<file path="src/rtl/tflow_pkg.sv">
package tflow_pkg;

  localparam int TIME_W = 32;

  typedef enum logic [1:0] {
    ROLE_SRC,
    ROLE_MID,
    ROLE_SNK
  } role_e;

  function automatic role_e role_of(input int s, input int nstg);
    if (s == 0)        return ROLE_SRC;
    if (s == nstg - 1) return ROLE_SNK;
    return ROLE_MID;
  endfunction

endpackage

</file>
<file path="src/rtl/tflow_place.sv">
module tflow_place #(
  parameter int DLY_W = 4
) (
  input  logic             clk,
  input  logic             rst_n,
  input  logic             put_i,
  input  logic             take_i,
  input  logic [DLY_W-1:0] dly_i,
  output logic             tok_o,
  output logic             ripe_o
);

  logic             tok_q;
  logic [DLY_W-1:0] cnt_q;

  always_ff @(posedge clk) begin
    if (!rst_n) begin
      tok_q <= 1'b0;
      cnt_q <= '0;
    end else if (put_i) begin
      tok_q <= 1'b1;
      cnt_q <= dly_i;
    end else if (take_i) begin
      tok_q <= 1'b0;
    end else if (tok_q && (cnt_q != '0)) begin
      cnt_q <= cnt_q - 1'b1;
    end
  end

  assign tok_o  = tok_q;
  assign ripe_o = tok_q && (cnt_q == '0);

endmodule

</file>
<file path="src/rtl/tflow_dly_bank.sv">
module tflow_dly_bank #(
  parameter int NPLACE  = 4,
  parameter int DLY_W   = 4,
  parameter int DLY_RST = 2,
  localparam int IDX_W  = (NPLACE > 1) ? $clog2(NPLACE) : 1
) (
  input  logic                           clk,
  input  logic                           rst_n,
  input  logic                           we_i,
  input  logic [IDX_W-1:0]               idx_i,
  input  logic [DLY_W-1:0]               val_i,
  input  logic [DLY_W-1:0]               lo_i,
  input  logic [DLY_W-1:0]               hi_i,
  input  logic                           idle_i,
  output logic [NPLACE-1:0][DLY_W-1:0]   dly_o
);

  logic [DLY_W-1:0] bounded;

  always_comb begin
    if (val_i < lo_i)      bounded = lo_i;
    else if (val_i > hi_i) bounded = hi_i;
    else                   bounded = val_i;
  end

  for (genvar p = 0; p < NPLACE; p++) begin : g_reg
    always_ff @(posedge clk) begin
      if (!rst_n)
        dly_o[p] <= DLY_W'(DLY_RST);
      else if (we_i && idle_i && (idx_i == IDX_W'(p)))
        dly_o[p] <= bounded;
    end
  end

endmodule

</file>
<file path="src/rtl/tflow_clock.sv">
module tflow_clock (
  input  logic                          clk,
  input  logic                          rst_n,
  input  logic                          start_i,
  output logic [tflow_pkg::TIME_W-1:0]  time_o
);

  logic run_q;

  always_ff @(posedge clk) begin
    if (!rst_n) begin
      run_q  <= 1'b0;
      time_o <= '0;
    end else begin
      if (start_i) run_q <= 1'b1;
      if (run_q || start_i) time_o <= time_o + 1'b1;
    end
  end

endmodule

</file>
<file path="src/rtl/tflow_pipe.sv">
module tflow_pipe #(
  parameter int NPLACE  = 4,
  parameter int DLY_W   = 4,
  parameter int DLY_RST = 2,
  localparam int NSTG   = NPLACE + 1,
  localparam int IDX_W  = (NPLACE > 1) ? $clog2(NPLACE) : 1
) (
  input  logic                          clk,
  input  logic                          rst_n,
  input  logic                          start_i,
  input  logic                          cfg_we_i,
  input  logic [IDX_W-1:0]              cfg_idx_i,
  input  logic [DLY_W-1:0]              cfg_dly_i,
  input  logic [DLY_W-1:0]              dly_min_i,
  input  logic [DLY_W-1:0]              dly_max_i,
  output logic [NSTG-1:0]               fire_o,
  output logic [NPLACE-1:0]             occ_o,
  output logic [tflow_pkg::TIME_W-1:0]  time_o
);

  import tflow_pkg::*;

  logic [NSTG-1:0]                fire;
  logic [NPLACE-1:0]              tok;
  logic [NPLACE-1:0]              ripe;
  logic [NPLACE-1:0][DLY_W-1:0]   dly;
  logic                           idle;

  assign idle = ~|tok;

  tflow_dly_bank #(
    .NPLACE (NPLACE),
    .DLY_W  (DLY_W),
    .DLY_RST(DLY_RST)
  ) u_bank (
    .clk   (clk),
    .rst_n (rst_n),
    .we_i  (cfg_we_i),
    .idx_i (cfg_idx_i),
    .val_i (cfg_dly_i),
    .lo_i  (dly_min_i),
    .hi_i  (dly_max_i),
    .idle_i(idle),
    .dly_o (dly)
  );

  tflow_clock u_clock (
    .clk    (clk),
    .rst_n  (rst_n),
    .start_i(start_i),
    .time_o (time_o)
  );

  // Stage firing rules: token present and ripe on the input side,
  // free place on the output side; source gated by start, sink unconditional.
  for (genvar s = 0; s < NSTG; s++) begin : g_stage
    localparam role_e ROLE = role_of(s, NSTG);
    if (ROLE == ROLE_SRC) begin : g_src
      assign fire[s] = start_i && !tok[0];
    end else if (ROLE == ROLE_SNK) begin : g_snk
      assign fire[s] = ripe[s-1];
    end else begin : g_mid
      assign fire[s] = ripe[s-1] && !tok[s];
    end
  end

  for (genvar p = 0; p < NPLACE; p++) begin : g_place
    tflow_place #(.DLY_W(DLY_W)) u_place (
      .clk   (clk),
      .rst_n (rst_n),
      .put_i (fire[p]),
      .take_i(fire[p+1]),
      .dly_i (dly[p]),
      .tok_o (tok[p]),
      .ripe_o(ripe[p])
    );
  end

  assign fire_o = fire;
  assign occ_o  = tok;

endmodule

</file>
<file path="config.mk">
export PLATFORM = sky130hd
export DESIGN_NAME = tflow_pipe
export DESIGN_NICKNAME = d
export VERILOG_FILES = /design/src/rtl/tflow_pkg.sv /design/src/rtl/tflow_place.sv /design/src/rtl/tflow_dly_bank.sv /design/src/rtl/tflow_clock.sv /design/src/rtl/tflow_pipe.sv
export SDC_FILE = /design/constraint.sdc
export NUM_CORES = 1
export LEC_CHECK = 0
export ABC_AREA = 1
export CORE_ASPECT_RATIO = 0.9
export CORE_MARGIN = 3
export CORE_UTILIZATION = 45
export CTS_CLUSTER_DIAMETER = 150
export DETAILED_ROUTE_END_ITERATION = 12
export GPL_ROUTABILITY_DRIVEN = 0
export PLACE_DENSITY = 0.77
export SKIP_LAST_GASP = 1
export SYNTH_ARGS = -nofsm -noshare
export SYNTH_HDL_FRONTEND = slang
export SYNTH_SLANG_ARGS = --single-unit
</file>
<file path="constraint.sdc">
create_clock -name clk -period 3.4 [get_ports clk]
set_input_delay 0.34 -clock clk [delete_from_list [all_inputs] [get_ports clk]]
set_output_delay 0.34 -clock clk [all_outputs]
set_load 0.1 [all_outputs]
</file>
After elaboration in Yosys (flattened, before gate mapping)
Index checks and enable logic that the tools add are counted.
{"block": "word_totals", "output_inout_bits": 41, "in_bits": 18, "word_cells": 95, "ff_bits": 69}
{"block": "classes", "n_reduce_logical": 45, "eq_ne": 7, "magnitude_cmp": 2, "add_sub_neg": 5, "n_mux": 22}
{"op": "2-to-1 mux 4 bit", "n": 14}
{"op": "adder 32 x 1 -> 32 bit, second input constant", "n": 1}
{"op": "logical AND 1 bit", "n": 17}
{"op": "zero test 4 bit", "n": 4}
{"op": "nonzero test 2 bit", "n": 8}
{"op": "nonzero test 4 bit", "n": 4}
{"op": "subtractor 4 x 1 -> 4 bit, second input constant", "n": 4}
{"op": "2-to-1 mux 1 bit", "n": 8}
{"op": "AND reduction 2 bit", "n": 4}
{"op": "inequality test 2 bit, second input constant", "n": 3}
{"op": "zero test 1 bit", "n": 5}
{"op": "equality test 2 bit, second input constant", "n": 2}
{"op": "greater-than comparator 4 bit", "n": 1}
{"op": "< comparator 4 bit", "n": 1}
{"op": "OR reduction 4 bit", "n": 1}
{"op": "equality test 2 x 1 -> 1 bit, second input constant", "n": 1}
{"op": "zero test 2 bit", "n": 1}
{"op": "inequality test 2 x 1 -> 1 bit, second input constant", "n": 1}
{"op": "logical OR 1 bit", "n": 1}

Longest topological paths before layout
Gate-level depths: netlist of run 1.
{"block": "logic_depth", "ltp_word": 5, "mapped_depth": 13, "mapped_depth_nobuf": 13}

Hierarchy
Synthesis of run 1 repeated with hierarchy kept, for this count alone.
{"block": "unflattened", "hier_cells": 630, "hier_area_um2": 4080.2}
{"module": "tflow_clock", "n_inst": 1, "cells_per_inst": 263, "seq_area_each_um2": 660.6, "area_each_um2": 1711.6}
{"module": "tflow_place", "n_inst": 4, "cells_per_inst": 49, "seq_area_each_um2": 100.1, "area_each_um2": 329.1}
{"module": "tflow_dly_bank", "n_inst": 1, "cells_per_inst": 155, "seq_area_each_um2": 320.3, "area_each_um2": 988.4}
{"module": "tflow_pipe", "n_inst": 1, "cells_per_inst": 16, "seq_area_each_um2": 0.0, "area_each_um2": 63.8}

Least setup slack after synthesis of run 1
Ideal clock, no wire load.
{"block": "synth_timing", "kind": "register -> register", "startpoint": "register u_clock.time_o[0] (netlist name)", "endpoint": "register u_clock.time_o[24] (netlist name)", "path_stages_with_launch": 11, "period_less_slack_ns": 2.248, "n_path_buf": 0, "setup_slack_ns": 1.152, "arrival_time_ns": 2.121, "setup_ns": 0.128, "t_required_ns": 3.272, "path_cell_list": "dfxtp_1 ha_1 inv_1 nor2_4 nand3_4 nor2_8 nand2_2 nor2_1 nand3_1 nand2_1 nor2_1"}
{"block": "synth_via", "elab_chain_len": 1}
{"item": "start, declared", "line": "tflow_clock.sv:5", "source": "output logic [tflow_pkg::TIME_W-1:0] time_o"}
{"item": "start signal, assigned", "line": "tflow_clock.sv:16", "source": "if (run_q || start_i) time_o <= time_o + 1'b1;"}
{"item": "adder 32 x 1 -> 32 bit", "line": "tflow_clock.sv:16"}
No other way between the ends.
A chain may end at the register's enable or synchronous reset.

Worst setup path in the final report of run 1
{"block": "layout_timing", "startpoint": "register u_clock.time_o[8] (netlist name)", "endpoint": "output time_o[8] (netlist name)"}
{"item": "end, declared", "line": "tflow_pipe.sv:18", "source": "output logic [tflow_pkg::TIME_W-1:0] time_o"}
No word-level cell between the ends.

==> reports/qor.yml, run 1 <==
die_w_um: 104
setup-violations-final: 0
track_usage_pct: 19.3
netlist_instances: 578
r2r_slack_ps: 1620
grt_overflow: 0
ys_ff_latch: 69
crit_path_start: "u_clock.time_o[8]"
ctsHoldBuffers: 0
design_area_mm2: 0.00476
critical_path_required_ps: 3060
period_share_pct: 69.3
cts_tree: "done"
post-cts-setup-buffers: 0
clock_skew_ps: 10.8
timing.rr.start: "g_place[0].u_place.cnt_q[0]"
synth_cell_types: 37
status: "complete, no violations"
start_kind: "flip-flop"
cts.clk_slew.worst_paths_ps: 80
synth_ff_type: "dfxtp_1"
worstRegToRegCells: 11
synth_edf_count: 0
dr.pass1.iters: 5
fmax_mhz: 424
die_h_um: 94.4
power.leakage_nw: 2.04
drtIter0Drc: 261
wl_mm: 9.27
worstSetupEndpointType: "output pin"
ant_nets: 0
cts_resized: 0
cp.depth: 1
finalHoldViolCount: 0
cts-root-buf: "clkbuf_8"
met1_length_mm: 4.52
hold_class: "flip-flop to flip-flop"
maxUsedRoutingLayer: "met4"
synthArstFlopShare_pct: 0
drv_cap: 0
critical_path_class: "flip-flop to output pin"
rsz0062_at_grt: "false"
fp-row-count: 31
post-route-min-period_ps: 2360
cp_max_fo: 7
dp_hpwl_mm: 7.13
grt_pass1_vias: 3467
avgViaCountPerCell: 5.12
dr_wl_met3_um: 515
slew_viol_final: 0
antenna_found_initial: 0
cpMaxStageDelayCell: "clkdlybuf4s50_1"
cts_buffers: 9
drc: 0
cp_cell_sequence: "clkdlybuf4s50_1"
endpoint: "time_o[8]"
finalSetupTns_ps: 0
cts_max_level: 3
met2_length_mm: 4.00
r2r-end: "g_place[1].u_place.cnt_q[1]"
start_util_pct: 47.5
power_density_mw_per_mm2: 493
synth_seq_area_share_pct: 35.4
syn_to_final_growth_pct: 21.9
maxSlewHeadroom_pct: 34.0
coreArea_mm2: 0.00822
syn_area_per_cell_um2: 6.76
insertion_delay_ps: 350
vdd.ir_drop.worst_v: 0.000258
critPathBufInv: 1
critPathTopFamily: "buffers and inverters"
grt_pass1_wl_mm: 15.6
fin_cells: 753
wl_per_cell_um: 12.3
drive_gt1_share_pct: 8.78
dp.cells: 737
antennaDiodeCount: 0
worst_slew_pin_slew_ps: 987
nets: 664
clock_sinks: 69
placed_cell_area_mm2: 0.00453
syn_nets: 609
dieArea_mm2: 0.00983
slowest_delay_ps: 1190
io_pins: 59
arrival_ps: 2020
netlist_area_mm2: 0.00390
cts.path.max_buffers: 2
ys_warn_count: 0
port_buffers: 58
grt_max_degree: 29
num_vias: 3852
worst register-to-register path, delay by kind of cell, from the launching register on:
| family | cells | cell delay [ps] |
|---|---|---|
| adder cells (fa/ha/maj) | 1 | 180 |
| AO/OA/AOI/OAI | 2 | 270 |
| flip-flops | 1 | 310 |
| buffers and inverters | 3 | 250 |
| AND/OR/NAND/NOR | 5 | 670 |
worst min path at each step:
stage                                        endpoint  depth (start not counted)                   startpoint
after global placement    g_place[0].u_place.cnt_q[3]                          2  g_place[0].u_place.cnt_q[3]
after global routing      g_place[2].u_place.cnt_q[2]                          2  g_place[2].u_place.cnt_q[2]
final                     g_place[2].u_place.cnt_q[2]                          2  g_place[2].u_place.cnt_q[2]
after floorplan                       u_bank.dly_o[9]                          2              u_bank.dly_o[9]
after CTS                 g_place[2].u_place.cnt_q[2]                          2  g_place[2].u_place.cnt_q[2]
after detailed placement              u_bank.dly_o[1]                          2              u_bank.dly_o[1]
power by group:
part | internal [W] | switching, W
logic | 0.000213 | 0.000446
registers | 0.000879 | 0.0000464
clock network | 0.000451 | 0.000310
total | 0.00154 | 0.000803
cell usage in the layout (no fill, tap or decap), types with 2 or more instances in the layout:
cell               n
nand2_1          112
inv_1             91
dfxtp_1           69
nor2_1            66
clkdlybuf4s50_1   53
a21oi_1           50
nand3_1           44
o21ai_0           41
ha_1              13
nor3_1            12
nand4_1           11
clkbuf_8          11
inv_2              6
nand2_2            6
buf_4              6
nor2_2             5
o211ai_1           4
nor3_4             4
nor2_4             4
o21ai_1            3
a31oi_1            3
nor3_2             2
nor2_8             2
nand3_2            2
or2_2              2
clkinv_2           2
bufinv_16          2
cell usage after synthesis (3+ instances only):
cell	n	area, um2
buf_1	3	11.3
nand2_1	112	420
o21ai_1	3	15.0
nor3_4	4	65.1
nand4_1	11	68.8
nand3_1	44	220
a21oi_1	50	250
nand2_2	6	37.5
ha_1	13	163
inv_2	6	22.5
nor3_1	12	60.1
nor2_4	4	45.0
o21ai_0	41	205
nor2_2	5	31.3
buf_4	9	67.6
inv_1	91	342
a31oi_1	3	18.8
o211ai_1	4	30.0
dfxtp_1	69	1380
nor2_1	66	248
metal layers:
layer  vias to the layer above  global-route usage (%)
met4                         0                    9.30
met2                       123                    29.5
met5                         -                       0
li1                       1980                       -
met3                        20                    2.67
met1                      1729                    27.1
area by class of cell:
class                      count  area, um2
fill                         791       3460
multi-input combinational    397       2070
sequential                    69       1380
timing repair buffer          59        576
inverter                      97        364
clock buffer                  12        155
tap                          115        144
clock inverter                 4       70.1
sequential cells by signal, summed over array words and instances (netlist names):
signal and flops:
g_place.u_place.tok_o 4, u_clock.time_o 32, g_place.u_place.cnt_q 16, u_bank.dly_o 16, u_clock.run_q 1
metrics by stage:
stage | worst slack, ps | hold WS (ps) | utilization, % | power, W
2_1_floorplan | 1150 | 434 | - | 0.00147
3_3_place_gp | 1320 | 453 | 55.1 | 0.00158
3_5_place_dp | 1280 | 458 | 55.1 | 0.00160
4_1_cts | 1020 | 474 | 57.9 | 0.00236
5_1_grt | 984 | 490 | 57.9 | 0.00250
6_report | 1040 | 469 | 57.9 | 0.00235
kinds of logic (layout without fill, tap and decap cells):
logic type | count (synthesis) | count (layout) | synth area share [%]
simple gates | 278 | 278 | 34.5
compound gates | 104 | 104 | 13.9
flops | 69 | 69 | 35.4
buf+inv | 112 | 172 | 11.7
fa+ha+maj | 13 | 13 | 4.17
xor+xnor | 2 | 2 | 0.449
(Power assumes the default switching activity.)
==> run 2, diff against run 1 <==
==> constraint.sdc (replaced) <==
create_clock -name clk -period 2.35 [get_ports clk]
set_input_delay 0.235 -clock clk [delete_from_list [all_inputs] [get_ports clk]]
set_output_delay 0.235 -clock clk [all_outputs]
set_load 0.1 [all_outputs]
==> run 2 against run 1 <==
Against the previous run: final cell count increased by 0.13%; first-iteration DRC count increased by 28%; clock skew decreased by 4.6 ps; global-route usage increased by 0.38 points; via count decreased by 0.13%; sequential power increased by 45%; register-to-register slack got worse by 1100 ps; clock power increased by 55%; power increased by 49%; non-clock buffer count increased by 1; core utilization decreased by 0.21 points; critical endpoint is now fire_o[1].
==> reports/qor.yml, run 2 (same netlist as run 1, synthesis figures left out) <==
io_pins: 59
vdd.ir_drop.worst_v: 0.000307
clock_sinks: 69
drtIter0Drc: 334
design_area_mm2: 0.00474
wl_mm: 9.51
arrival_ps: 1890
cts.path.max_buffers: 2
cts.clk_slew.worst_paths_ps: 70
switching_share_pct: 33.5
coreArea_mm2: 0.00822
worst_slew_pin_slew_ps: 562
start_kind: "flip-flop"
p_sw_w: 0.00117
die_h_um: 94.4
drv_cap: 0
layout_commonest_cell: "nand2_1"
cts_resized: 0
placed_cell_area_mm2: 0.00450
grt_pass1_vias: 3472
critical_path_class: "flip-flop to output pin"
track_usage_pct: 19.7
finalHoldViolCount: 0
drive_gt1_share_pct: 14.4
whs_ps: 467
mostFrequentLayoutCells: "nand2_1 (112), inv_1 (91), dfxtp_1 (69)"
biggestRegsByFlops: "u_clock.time_o x32, g_place.u_place.cnt_q x16, u_bank.dly_o x16"
power_frac_seq_pct: 38.3
rsz0062_at_grt: "false"
ant_nets: 0
wl_per_cell_um: 12.6
grt_max_degree: 29
antennaDiodeCount: 0
cp_max_fo: 5
start_util_pct: 47.5
dr.pass1.iters: 5
total_power_w: 0.00351
cts_tree: "done"
critical_path_required_ps: 2120
dp_hpwl_mm: 7.30
regMostFlops: "u_clock.time_o"
period_share_pct: 90.3
grt_overflow: 0
worstSetupEndpointType: "output pin"
cts_buffers: 9
p_clk_share_pct: 33.5
fp-row-count: 31
p_int_w: 0.00233
drc: 0
slew_viol_final: 0
antenna_found_initial: 0
cts-root-buf: "clkbuf_8"
post-cts-setup-buffers: 0
finalSetupTns_ps: 0
cts_max_level: 3
power_frac_comb_pct: 28.2
nets: 665
worstHoldPathCells: 2
insertion_delay_ps: 340
grt_pass1_wl_mm: 15.8
dp.cells: 738
worstRegToRegCells: 11
power.leakage_nw: 2.13
num_vias: 3847
port_buffers: 58
die_w_um: 104
hold_class: "flip-flop to flip-flop"
post-route-min-period_ps: 2120
maxSlewHeadroom_pct: 62.5
largest_reg_flops: 32
fmax_mhz: 471
syn_to_final_growth_pct: 21.4
fin_cells: 754
dieArea_mm2: 0.00983
avgViaCountPerCell: 5.10
clock_skew_ps: 6.20
power_density_mw_per_mm2: 740
status: "complete, no violations"
ctsHoldBuffers: 0
setup-violations-final: 0
## run 2: changes by cell type in the layout (fill, tap and decap cells not counted)
cell / previous run / this run
buf_12: 0 / 4
buf_4: 6 / 39
clkdlybuf4s50_1: 53 / 17
clkbuf_1: 1 / 2
clkbuf_8: 11 / 10
bufinv_16: 2 / 3
clkinv_2: 2 / 1
## run 2: path summary, 6_finish.rpt
check | to | slack, ps | startpoint
setup / recovery | fire_o[1] | 230 | g_place[0].u_place.cnt_q[0]
hold / removal | u_bank.dly_o[1] | 470 | u_bank.dly_o[1]
setup reg to reg | g_place[1].u_place.cnt_q[1] | 560 | g_place[0].u_place.cnt_q[0]
hold reg to reg | u_bank.dly_o[1] | 470 | u_bank.dly_o[1]
## run 2: worst max-delay path, cell delays in order, from the launching register on
cell     delay (ps)
dfxtp_1         310
inv_1            90
ha_1            180
inv_1            50
nor2_1          130
nand3_1         160
nor2_1          390
buf_12          230
## run 2: cell type report
cell class	instances	area [um2]
multi-input combinational	397	2070
fill	785	3480
tap	115	144
inverter	97	364
timing repair buffer	60	543
clock inverter	4	95.1
clock buffer	12	145
sequential	69	1380
## run 2: power by group through the flow
stage / combinational [W] / clock, W / sequential, W
finish: 0.000987 / 0.00118 / 0.00134
global route: 0.00109 / 0.00126 / 0.00136
CTS: 0.000983 / 0.00120 / 0.00134
detailed placement: 0.000974 / 0 / 0.00137
global placement: 0.000947 / 0 / 0.00136
floorplan: 0.000741 / 0 / 0.00138
## run 2: metrics by stage
stage          worst slack (ps)  util [%]
6_report                    229      57.7
5_1_grt                     119      57.7
4_1_cts                     220      57.7
3_5_place_dp                295      54.7
3_3_place_gp                433      54.7
2_1_floorplan               102         -
## run 2: per-layer routing
metal  share of wire, %  track usage [%]  up-vias
met2                 45             31.3      120
met1                 49             26.6     1739
met5                  0                0        -
met3                5.3             4.10       11
met4                1.2             7.31        0
li1                   -                -     1977
==> run 3, diff against run 2 <==
--- a/config.mk
+++ b/config.mk
@@ -13,6 +13,7 @@
 export DETAILED_ROUTE_END_ITERATION = 12
 export GPL_ROUTABILITY_DRIVEN = 0
 export PLACE_DENSITY = 0.77
+export REMOVE_ABC_BUFFERS = 1
 export SKIP_LAST_GASP = 1
 export SYNTH_ARGS = -nofsm -noshare
 export SYNTH_HDL_FRONTEND = slang
==> run 3 against run 2 <==
Against the previous run: combinational power shrank 1%; critical path depth shrank 2; via count shrank 0.99%; critical path type unchanged; clock skew shrank 2.2 ps; fmax grew 1.3%; first-iteration DRC count shrank 27%; count of clock-buffer cells in the layout shrank 3; core utilization shrank 0.61 points; sequential share of layout area grew 0.31 points; sequential cell count is the same; sequential power is essentially flat; die area is the same.
==> reports/qor.yml, run 3 (same netlist as run 1, synthesis figures left out) <==
ant_nets: 0
syn_to_final_growth_pct: 20.1
post-cts-setup-buffers: 0
cts-root-buf: "clkbuf_8"
dp_slack_ps: 337
regMostFlops: "u_clock.time_o"
io_pins: 59
placed_cell_area_mm2: 0.00450
slew_viol_final: 0
num_vias: 3809
power.leakage_nw: 2.11
post-route-min-period_ps: 2090
worstSetupEndpointType: "output pin"
grt_max_degree: 29
endpoint: "fire_o[2]"
cts.clk_slew.worst_paths_ps: 80
cts_buffers: 9
wl_per_cell_um: 12.1
antennaDiodeCount: 0
drv_cap: 0
start_util_pct: 47.5
ff_latch_area_mm2: 0.00138
r2r-end: "g_place[2].u_place.cnt_q[1]"
dp_hpwl_mm: 6.93
fin_ws_ps: 257
dieArea_mm2: 0.00983
die_h_um: 94.4
coreArea_mm2: 0.00822
layout_commonest_cell: "nand2_1"
cp_max_fo: 6
insertion_delay_ps: 340
cts_resized: 0
port_buffers: 58
nets: 665
multiInputGateArea_mm2: 0.00207
grt_overflow: 0
cts_tree: "done"
drc: 0
clock_skew_ps: 3.99
total_power_w: 0.00327
rsz0062_at_grt: "false"
crit_path_start: "g_place[1].u_place.cnt_q[0]"
power_density_mw_per_mm2: 698
mostFrequentLayoutCells: "nand2_1 (112), inv_1 (91), dfxtp_1 (69)"
clock_sinks: 69
die_w_um: 104
fp-row-count: 31
timing.rr.start: "g_place[1].u_place.cnt_q[0]"
fmax_mhz: 478
cts_max_level: 3
grt_pass1_vias: 3334
setup-violations-final: 0
critical_path_class: "flip-flop to output pin"
ctsHoldBuffers: 0
fillers: 800
whs_ps: 471
vdd.ir_drop.worst_v: 0.000398
critical_path_required_ps: 2120
grt_pass1_wl_mm: 15.1
start_kind: "flip-flop"
cts.path.max_buffers: 2
status: "complete, no violations"
drtIter0Drc: 245
design_area_mm2: 0.00469
biggestRegsByFlops: "u_clock.time_o x32, g_place.u_place.cnt_q x16, u_bank.dly_o x16"
period_share_pct: 89.1
worst_slew_pin_slew_ps: 551
finalHoldViolCount: 0
largest_reg_flops: 32
track_usage_pct: 18.6
antenna_found_initial: 0
hold_class: "flip-flop to flip-flop"
r2r_slack_ps: 600
arrival_ps: 1860
wl_mm: 9.12
dr.pass1.iters: 5
avgViaCountPerCell: 5.05
maxSlewHeadroom_pct: 63.2
drive_gt1_share_pct: 14.7
worstRegToRegCells: 9
run 3: report_power, final:
| group | leakage, nW | total, W | switching [W] | internal, W |
|---|---|---|---|---|
| Clock | 0.0987 | 0.000955 | 0.000471 | 0.000484 |
| Sequential | 0.561 | 0.00134 | 0.0000683 | 0.00127 |
| Combinational | 1.45 | 0.000977 | 0.000651 | 0.000327 |
| Total | 2.11 | 0.00327 | 0.00119 | 0.00208 |
run 3: worst min-delay path by stage:
stage | start | end | slack (ps) | cells past startpoint
6_report | u_bank.dly_o[1] | u_bank.dly_o[1] | 470 | 2
4_1_cts | u_bank.dly_o[1] | u_bank.dly_o[1] | 470 | 2
3_3_place_gp | u_bank.dly_o[1] | u_bank.dly_o[1] | 450 | 2
2_1_floorplan | rst_n | u_bank.dly_o[13] | 320 | 1
3_5_place_dp | u_bank.dly_o[1] | u_bank.dly_o[1] | 450 | 2
5_1_grt | u_bank.dly_o[9] | u_bank.dly_o[9] | 500 | 2
run 3: routing by layer:
| layer | GRT usage [%] | vias to the layer above | share of wire [%] |
|---|---|---|---|
| met3 | 3.35 | 16 | 4.4 |
| met5 | 0 | - | 0 |
| met4 | 7.53 | 0 | 2.0 |
| li1 | - | 1982 | - |
| met1 | 26.4 | 1715 | 50 |
| met2 | 28.1 | 96 | 44 |
run 3: final cells by class:
type / count / share of cell area [%]
sequential: 69 / 29.4
tap: 115 / 3.07
inverter: 97 / 7.76
timing repair buffer: 60 / 11.6
clock buffer: 9 / 2.64
clock inverter: 7 / 1.41
multi-input combinational: 397 / 44.1
run 3: stage by stage:
stage               instances  util [%]  TNS [ps]
floorplan                 563         -    -11660
global placement          738      54.7         0
detailed placement        738      54.7         0
CTS                       754      57.0         0
global route              754      57.0         0
finish                    754      57.0         0
run 3: worst max-delay path, stage by stage (launching register included):
cell and delay (ps):
dfxtp_1 310, inv_1 110, ha_1 230, nand4_1 180, nor2_1 440, buf_12 240
